**src/rtl/pe_la_pkg.sv**
```systemverilog
package pe_la_pkg;
   localparam int unsigned PE_SUB_W_DEF   = 4;
   localparam int unsigned PE_SUB_CNT_DEF = 2;

   function automatic int unsigned pe_slice_width(input int unsigned sub_w,
                                                  input int unsigned sub_cnt);
      return sub_w * sub_cnt;
   endfunction
endpackage

```
**src/rtl/pe_sub_grant.sv**
```systemverilog
module pe_sub_grant #(
   parameter int unsigned SUB_W = 4
) (
   input  logic [SUB_W-1:0] req_i,
   input  logic             blk_i,
   output logic [SUB_W-1:0] gnt_o
);
   if (SUB_W < 1) begin : g_bad_width
      $error("pe_sub_grant: SUB_W must be at least 1");
   end

   logic [SUB_W-1:0] below_clear;

   for (genvar b = 0; b < SUB_W; b++) begin : g_bit
      if (b == 0) begin : g_first
         assign below_clear[b] = 1'b1;
      end else begin : g_rest
         assign below_clear[b] = ~|req_i[b-1:0];
      end
   end

   assign gnt_o = req_i & below_clear & {SUB_W{~blk_i}};

   always_comb begin
      a_r5_sub_onehot: assert ($onehot0(gnt_o));
      a_r4_sub_blocked: assert (!(blk_i && (gnt_o != '0)));
   end
endmodule

```
**src/rtl/pe_la_merge.sv**
```systemverilog
module pe_la_merge #(
   parameter int unsigned W = 4
) (
   input  logic [W-1:0] req_i,
   input  logic         la_i,
   output logic         la_o
);
   if (W < 1) begin : g_bad_width
      $error("pe_la_merge: W must be at least 1");
   end

   assign la_o = la_i | (|req_i);
endmodule

```
**src/rtl/pe_la_slice.sv**
```systemverilog
module pe_la_slice
   import pe_la_pkg::*;
#(
   parameter int unsigned SUB_W   = PE_SUB_W_DEF,
   parameter int unsigned SUB_CNT = PE_SUB_CNT_DEF,
   localparam int unsigned SLICE_W = pe_slice_width(SUB_W, SUB_CNT)
) (
   input  logic [SLICE_W-1:0] req_i,
   input  logic               la_in_i,
   output logic [SLICE_W-1:0] gnt_o,
   output logic               la_out_o
);
   if (SUB_CNT < 1) begin : g_bad_count
      $error("pe_la_slice: SUB_CNT must be at least 1");
   end

   // la_chain[k]: some request below sub-block k (or upstream) exists
   logic [SUB_CNT:0] la_chain;
   assign la_chain[0] = la_in_i;

   for (genvar k = 0; k < SUB_CNT; k++) begin : g_sub
      pe_sub_grant #(.SUB_W(SUB_W)) u_grant (
         .req_i (req_i[k*SUB_W +: SUB_W]),
         .blk_i (la_chain[k]),
         .gnt_o (gnt_o[k*SUB_W +: SUB_W])
      );
      pe_la_merge #(.W(SUB_W)) u_merge (
         .req_i (req_i[k*SUB_W +: SUB_W]),
         .la_i  (la_chain[k]),
         .la_o  (la_chain[k+1])
      );
   end

   assign la_out_o = la_chain[SUB_CNT];

   always_comb begin
      // sub-blocks combined still give one grant at most
      a_r5_slice_onehot: assert ($onehot0(gnt_o));
      a_r4_slice_blocked: assert (!(la_in_i && (gnt_o != '0)));
      // a grant implies a pending request downstream sees
      a_r2_grant_raises_la: assert (!((gnt_o != '0) && !la_out_o));
      // an unblocked slice with requests always grants
      a_r1_no_lost_request: assert (!(!la_in_i && (req_i != '0) && (gnt_o == '0)));
   end
endmodule

```
**config.mk**
```make
export PLATFORM = sky130hd
export DESIGN_NAME = pe_la_slice
export DESIGN_NICKNAME = d
export VERILOG_FILES = /design/src/rtl/pe_la_pkg.sv /design/src/rtl/pe_sub_grant.sv /design/src/rtl/pe_la_merge.sv /design/src/rtl/pe_la_slice.sv
export SDC_FILE = /design/constraint.sdc
export NUM_CORES = 1
export LEC_CHECK = 0
export ABC_AREA = 1
export ABC_CLOCK_PERIOD_IN_PS = 800
export BUFFER_PORTS_ARGS = -buffer_cell sky130_fd_sc_hd__buf_2
export CAP_MARGIN = 20
export CORE_AREA = 4 4 41 43
export DETAILED_ROUTE_END_ITERATION = 7
export DIE_AREA = 0 0 45 47
export PLACE_DENSITY = 0.42
export SLEW_MARGIN = 40
export SYNTH_ARGS = -nofsm -noshare
export SYNTH_HDL_FRONTEND = slang
export SYNTH_SLANG_ARGS = --single-unit
```
**constraint.sdc**
```tcl
create_clock -name vclk -period 0.8
set_input_delay 0 -clock vclk [all_inputs]
set_output_delay 0 -clock vclk [all_outputs]
set_load 0.02 [all_outputs]
```
==> results of run 1 <==
-- cell families after synthesis --
family,synth area share [%]
buffers and inverters,14.9
AND/OR/NAND/NOR,85.2
-- where the power goes --
group          total [mW]  internal (mW)  switching [mW]
Combinational      0.0816         0.0332          0.0484
Clock                   0              0               0
Sequential              0              0               0
Total              0.0816         0.0332          0.0484
-- critical path: cells and delay by family --
kind                   cells  cell delay (ns)
AND/OR/NAND/NOR            3             0.37
buffers and inverters      2             0.30
-- final cells by class --
cell class / count / area, um2
inverters: 5 / 18.8
multi-input cells: 23 / 108
well taps: 15 / 18.8
repair buffers: 18 / 90.1
fillers: 166 / 1070
-- metrics by stage --
step	cells	utilization (%)	cell area (um2)
after floorplan	28	-	126
after global placement	61	18.1	235
after detailed placement	61	18.1	235
after CTS	61	18.1	235
after global routing	61	18.1	235
final	61	18.1	235
-- placed cells by master, fill, tap and decap left out --
master   Yosys  final
buf_2        0     18
nor2_1      11     11
nand2_1      6      6
inv_1        5      5
nand3_1      2      2
nor2_4       1      1
nor2_2       1      1
nand3_2      1      1
and2_1       1      1
-- per-layer routing --
| layer | vias up | track usage [%] |
|---|---|---|
| li1 | 118 | - |
| met1 | 93 | 5.39 |
| met2 | 6 | 7.06 |
| met3 | 0 | 0.766 |
| met4 | 0 | 0 |
| met5 | - | 0 |
-- worst max path at each step --
stage	startpoint	endpoint
floorplan	req_i[4]	gnt_o[7]
global placement	la_in_i	gnt_o[6]
detailed placement	la_in_i	gnt_o[4]
CTS	la_in_i	gnt_o[6]
global route	la_in_i	gnt_o[6]
finish	la_in_i	gnt_o[6]
==> reports/qor.yml, run 1 <==
hold_path:
  hold-path-endpoint: "gnt_o[2]"
  holdPathStages: 3
  hp-class: "in -> out"
  hp-start: "la_in_i"
route:
  top_layer: "met3"
  drc: 0
  first_pass_iters: 4
  wl_met2_um: 241
  drt-met1-wl_um: 191
  drt-initial-drc-count: 5
  met3_wirelength_um: 25
  finalWirelength_um: 459
  num_vias: 217
  final_antenna_net_count: 0
  routedWlPerCell_um: 7.52
  viasPerCell: 3.56
cts:
  cts_hold_buf: 0
  post_cts_buffers: 0
  cts.repair.resized: 0
logic_synthesis:
  yosys.cell_count.top_type: "nor2_1"
  ys_seq_area_share_pct: 0
  avgSynthCellArea_um2: 4.51
  post_synth_num_cell_types: 8
  netlist_instances: 28
  syn-num-nets: 37
  synth-warning-count: 0
  synth_area_leaders: "nor2_1 (33%), nand2_1 (18%), inv_1 (15%), nor2_4 (8.9%), nand3_1 (7.9%)"
  synth.top_cells.by_count: "nor2_1 (11), nand2_1 (6), inv_1 (5), nand3_1 (2)"
  synth_top_area_cell: "nor2_1"
  synth_top_area_share_pct: 32.7
  synth_area_um2: 126
power:
  vdd_drop_max_v: 0.0000811
  power.total_mw: 0.0816
  leakage_nw: 0.141
  p_per_area_nw_per_um2: 347
sta:
  holdWs_ns: 0.328
  tightest_slew_ns: 0.167
  final-hold-violation-count: 0
  period_share_pct: 82.6
  slew_viol_final: 0
  min_period_ns: 0.661
  rsz0062_at_grt: "false"
  setup_violations: 0
  finalSetupTns_ns: 0
  slew_headroom_pct: 88.8
  setup_ws_ns: 0.139
  fmaxAchievable_mhz: 1510
setup_path:
  crit_type: "in -> out"
  worstPathRequired_ns: 0.80
  crit_path_end_kind: "primary output"
  cp_max_fo: 5
  crit_path_cell_trace: "buf_2 > nor2_2 > nand3_2 > nor2_1 > buf_2"
  cpPeakStageDelay_ns: 0.17
  startpoint_type: "input pin"
  cp_common_cell: "buf_2"
  slowest_stage: "buf_2"
  crit_arrival_ns: 0.66
place:
  place.gp.congestion: 0.615
  dp_hpwl_um: 430
  pre_cts_slack_ns: 0.131
  io_buffer_count: 18
run:
  cap_violations: 0
final_layout:
  n_antenna_cell: 0
  register_area_um2: 0
  nets: 57
  synthToLayoutAreaGrowth_pct: 86.1
  n_sequential_cell: 0
  drive_above_1_share_pct: 45.7
  clock_buffer_count: 0
global_routing:
  grt_overflow_total: 0
  grt_pass1_vias: 172
  grt_max_degree: 6
  track_usage_pct: 4.01
  antenna_found_initial: 0
  grt_pass1_wl_um: 683
floorplanning:
  io_pins: 18
  die_area_um2: 2120
  die_h_um: 47
  start_util_pct: 9.71
  die_x_um: 45
  rows: 13
  core_um2: 1300
outcome:
  status: "finished clean"
Note: power is estimated with default switching activity, not from simulation.
==> inputs of run 2 (changes only) <==
--- a/config.mk
+++ b/config.mk
@@ -5,14 +5,14 @@
 export SDC_FILE = /design/constraint.sdc
 export NUM_CORES = 1
 export LEC_CHECK = 0
-export ABC_AREA = 1
+export ABC_AREA = 0
 export ABC_CLOCK_PERIOD_IN_PS = 800
 export BUFFER_PORTS_ARGS = -buffer_cell sky130_fd_sc_hd__buf_2
 export CAP_MARGIN = 20
 export CORE_AREA = 4 4 41 43
 export DETAILED_ROUTE_END_ITERATION = 7
 export DIE_AREA = 0 0 45 47
-export PLACE_DENSITY = 0.42
+export PLACE_DENSITY = 0.4
 export SLEW_MARGIN = 40
 export SYNTH_ARGS = -nofsm -noshare
 export SYNTH_HDL_FRONTEND = slang
==> reports/qor.yml, run 2 <==
outcome:
  status: "finished, violations left"  # was finished clean
  violations: "setup timing"
route:
  routedWlPerCell_um: 10.8  # was 7.52 um
  top_layer: "met3"  # unchanged
  num_vias: 192  # was 217
  drc: 0  # unchanged
  finalWirelength_um: 571  # was 459 um
  drt-met1-wl_um: 308  # was 191 um
  met3_wirelength_um: 105  # was 25 um
  wl_met2_um: 157  # was 241 um
  final_antenna_net_count: 0  # unchanged
  drt-initial-drc-count: 0  # was 5
  viasPerCell: 3.62  # was 3.56
  first_pass_iters: 1  # was 4
global_routing:
  grt_pass1_wl_um: 972  # was 683 um
  antenna_found_initial: 0  # unchanged
  grt_pass1_vias: 218  # was 172
  grt_max_degree: 6  # unchanged
  track_usage_pct: 6.22  # was 4.01%
  grt_overflow_total: 0  # unchanged
cts:
  post_cts_buffers: 0  # unchanged
floorplanning:
  rows: 13  # unchanged
  die_x_um: 45  # unchanged
  io_pins: 18  # unchanged
  die_h_um: 47  # unchanged
  core_um2: 1300  # unchanged
  die_area_um2: 2120  # unchanged
  start_util_pct: 7.31  # was 9.71%
logic_synthesis:
  synthAdderAreaFrac_pct: 0  # unchanged
  synth_area_um2: 95.1  # was 126 um2
  synth_top_area_cell: "nor4b_1"  # was nor2_1
  synth_top_area_share_pct: 18.4  # was 32.7%
  synth_top_family_by_area: "simple AND/OR/NAND/NOR gates"  # unchanged
  synth_mux_area_share_pct: 0  # unchanged
  synth.top_cells.by_count: "inv_1 (3), nor3b_1 (2), nor4b_1 (2)"  # was nor2_1 (11), nand2_1 (6), inv_1 (5), nand3_1 (2)
  synth_xor_area_share_pct: 0  # unchanged
  netlist_instances: 15  # was 28
  synth_area_leaders: "nor4b_1 (18%), nor3b_1 (16%), inv_1 (12%), or4_4 (12%), or4_1 (7.9%)"  # was nor2_1 (33%), nand2_1 (18%), inv_1 (15%), nor2_4 (8.9%), nand3_1 (7.9%)
  synth_compound_area_share_pct: 0  # unchanged
  syn-num-nets: 24  # was 37
  post_synth_num_cell_types: 11  # was 8
  ys_seq_area_share_pct: 0  # unchanged
  yosys.cell_count.top_type: "inv_1"  # was nor2_1
  avgSynthCellArea_um2: 6.34  # was 4.51 um2
  synth_simple_gate_area_share_pct: 82.9  # was 85.1%
  synth-warning-count: 0  # unchanged
place:
  io_buffer_count: 18  # unchanged
  place.gp.congestion: 0.658  # was 0.615
  pre_cts_slack_ns: -0.483  # was 0.131 ns
  placed_area_um2: 274  # was 235 um2
  dp_hpwl_um: 532  # was 430 um
final_layout:
  final_common_cell: "buf_2"  # unchanged
  n_antenna_cell: 0  # unchanged
  clock_buffer_count: 0  # unchanged
  final_core_util_pct: 25.1  # was 18.1%
  register_area_um2: 0  # unchanged
  n_sequential_cell: 0  # unchanged
  layout_common_cells: "buf_2 (11), buf_4 (7), buf_6 (6)"  # was buf_2 (18), nor2_1 (11), nand2_1 (6)
  drive_above_1_share_pct: 84.2  # was 45.7%
  synthToLayoutAreaGrowth_pct: 243  # was 86.1%
  finalInstanceArea_um2: 327  # was 235 um2
  nets: 49  # was 57
hold_path:
  hp-class: "in -> out"  # unchanged
setup_path:
  worstPathRequired_ns: 0.80  # about the same
  startpoint_type: "input pin"  # unchanged
  cp_num_buf_inv: 2  # unchanged
  crit_path_cell_trace: "buf_6 > or4_4 > or4_4 > buf_6"  # was buf_2 > nor2_2 > nand3_2 > nor2_1 > buf_2
  crit_arrival_ns: 1.19  # was 0.66 ns
  cpPeakStageDelay_ns: 0.53  # was 0.17 ns
  cp_max_fo: 2  # was 5
  crit_type: "in -> out"  # unchanged
  crit_path_end_kind: "primary output"  # unchanged
  critical_path.top_delay_family: "simple AND/OR/NAND/NOR gates"  # unchanged
  slowest_stage: "or4_4"  # was buf_2
run:
  cap_violations: 0  # unchanged
power:
  p_per_area_nw_per_um2: 340  # was 347 nW/um2
  leakage_nw: 0.158  # was 0.141 nW
  vdd_drop_max_v: 0.000145  # was 0.0000811 V
  power.total_mw: 0.111  # was 0.0816 mW
sta:
  setup_violations: 6  # was 0
  final-hold-violation-count: 0  # unchanged
  min_period_ns: 1.19  # was 0.661 ns
  slew_headroom_pct: 84.6  # was 88.8%
  slew_viol_final: 0  # unchanged
  setup_ws_ns: -0.394  # was 0.139 ns
  fmaxAchievable_mhz: 837  # was 1510 MHz
  rsz0062_at_grt: "true"  # was false
  holdWs_ns: 0.292  # was 0.328 ns
  tightest_slew_ns: 0.228  # was 0.167 ns
  period_share_pct: 149  # was 82.6%
-- run 2: cell types whose count changed after synthesis, moves of 2 or more --
cell | previous run | this run
nor2_1 | 11 | 1
nand2_1 | 6 | 0
inv_1 | 5 | 3
nand3_1 | 2 | 0
nor3b_1 | 0 | 2
nor4b_1 | 0 | 2
-- run 2: tightest hold or removal path: cells and delay by family --
family	cells	cell delay, ns
AND/OR/NAND/NOR	1	0.05
buffers and inverters	2	0.25
-- run 2: layout make-up --
class | count | area (um2)
inverter | 3 | 11.3
timing repair buffer | 24 | 175
multi-input combinational | 11 | 121
fill | 157 | 975
tap | 15 | 18.8
-- run 2: report_power, final --
group	switching [mW]	total, mW	internal, mW	leakage (nW)
combinational	0.0513	0.111	0.0597	0.158
sequential	0	0	0	0
clock	0	0	0	0
-- run 2: kinds of logic after synthesis --
family,after synthesis
AND/OR/NAND/NOR,11
buffers and inverters,4
-- run 2: final timing paths --
path	startpoint	cells past startpoint	to
max	la_in_i	4	la_out_o
min	req_i[1]	3	gnt_o[2]
-- run 2: repair_timing --
item | in CTS | in global routing
hold buffers | 0 | 0
endpoints found under the setup margin | 6 | 6
resized for setup | 13 | 1
pin swaps | 4 | 0
-- run 2: metal layers --
layer  up-vias  track usage [%]
met1        73             10.3
li1        101                -
met3         0             1.92
met5         -                0
met2        18             7.91
met4         0                0
-- run 2: metrics by stage --
step / cells / TNS [ns]
6_report: 53 / -1.77
5_1_grt: 53 / -2.04
4_1_cts: 53 / -1.80
3_5_place_dp: 53 / -2.35
3_3_place_gp: 53 / -2.37
2_1_floorplan: 15 / -1.65
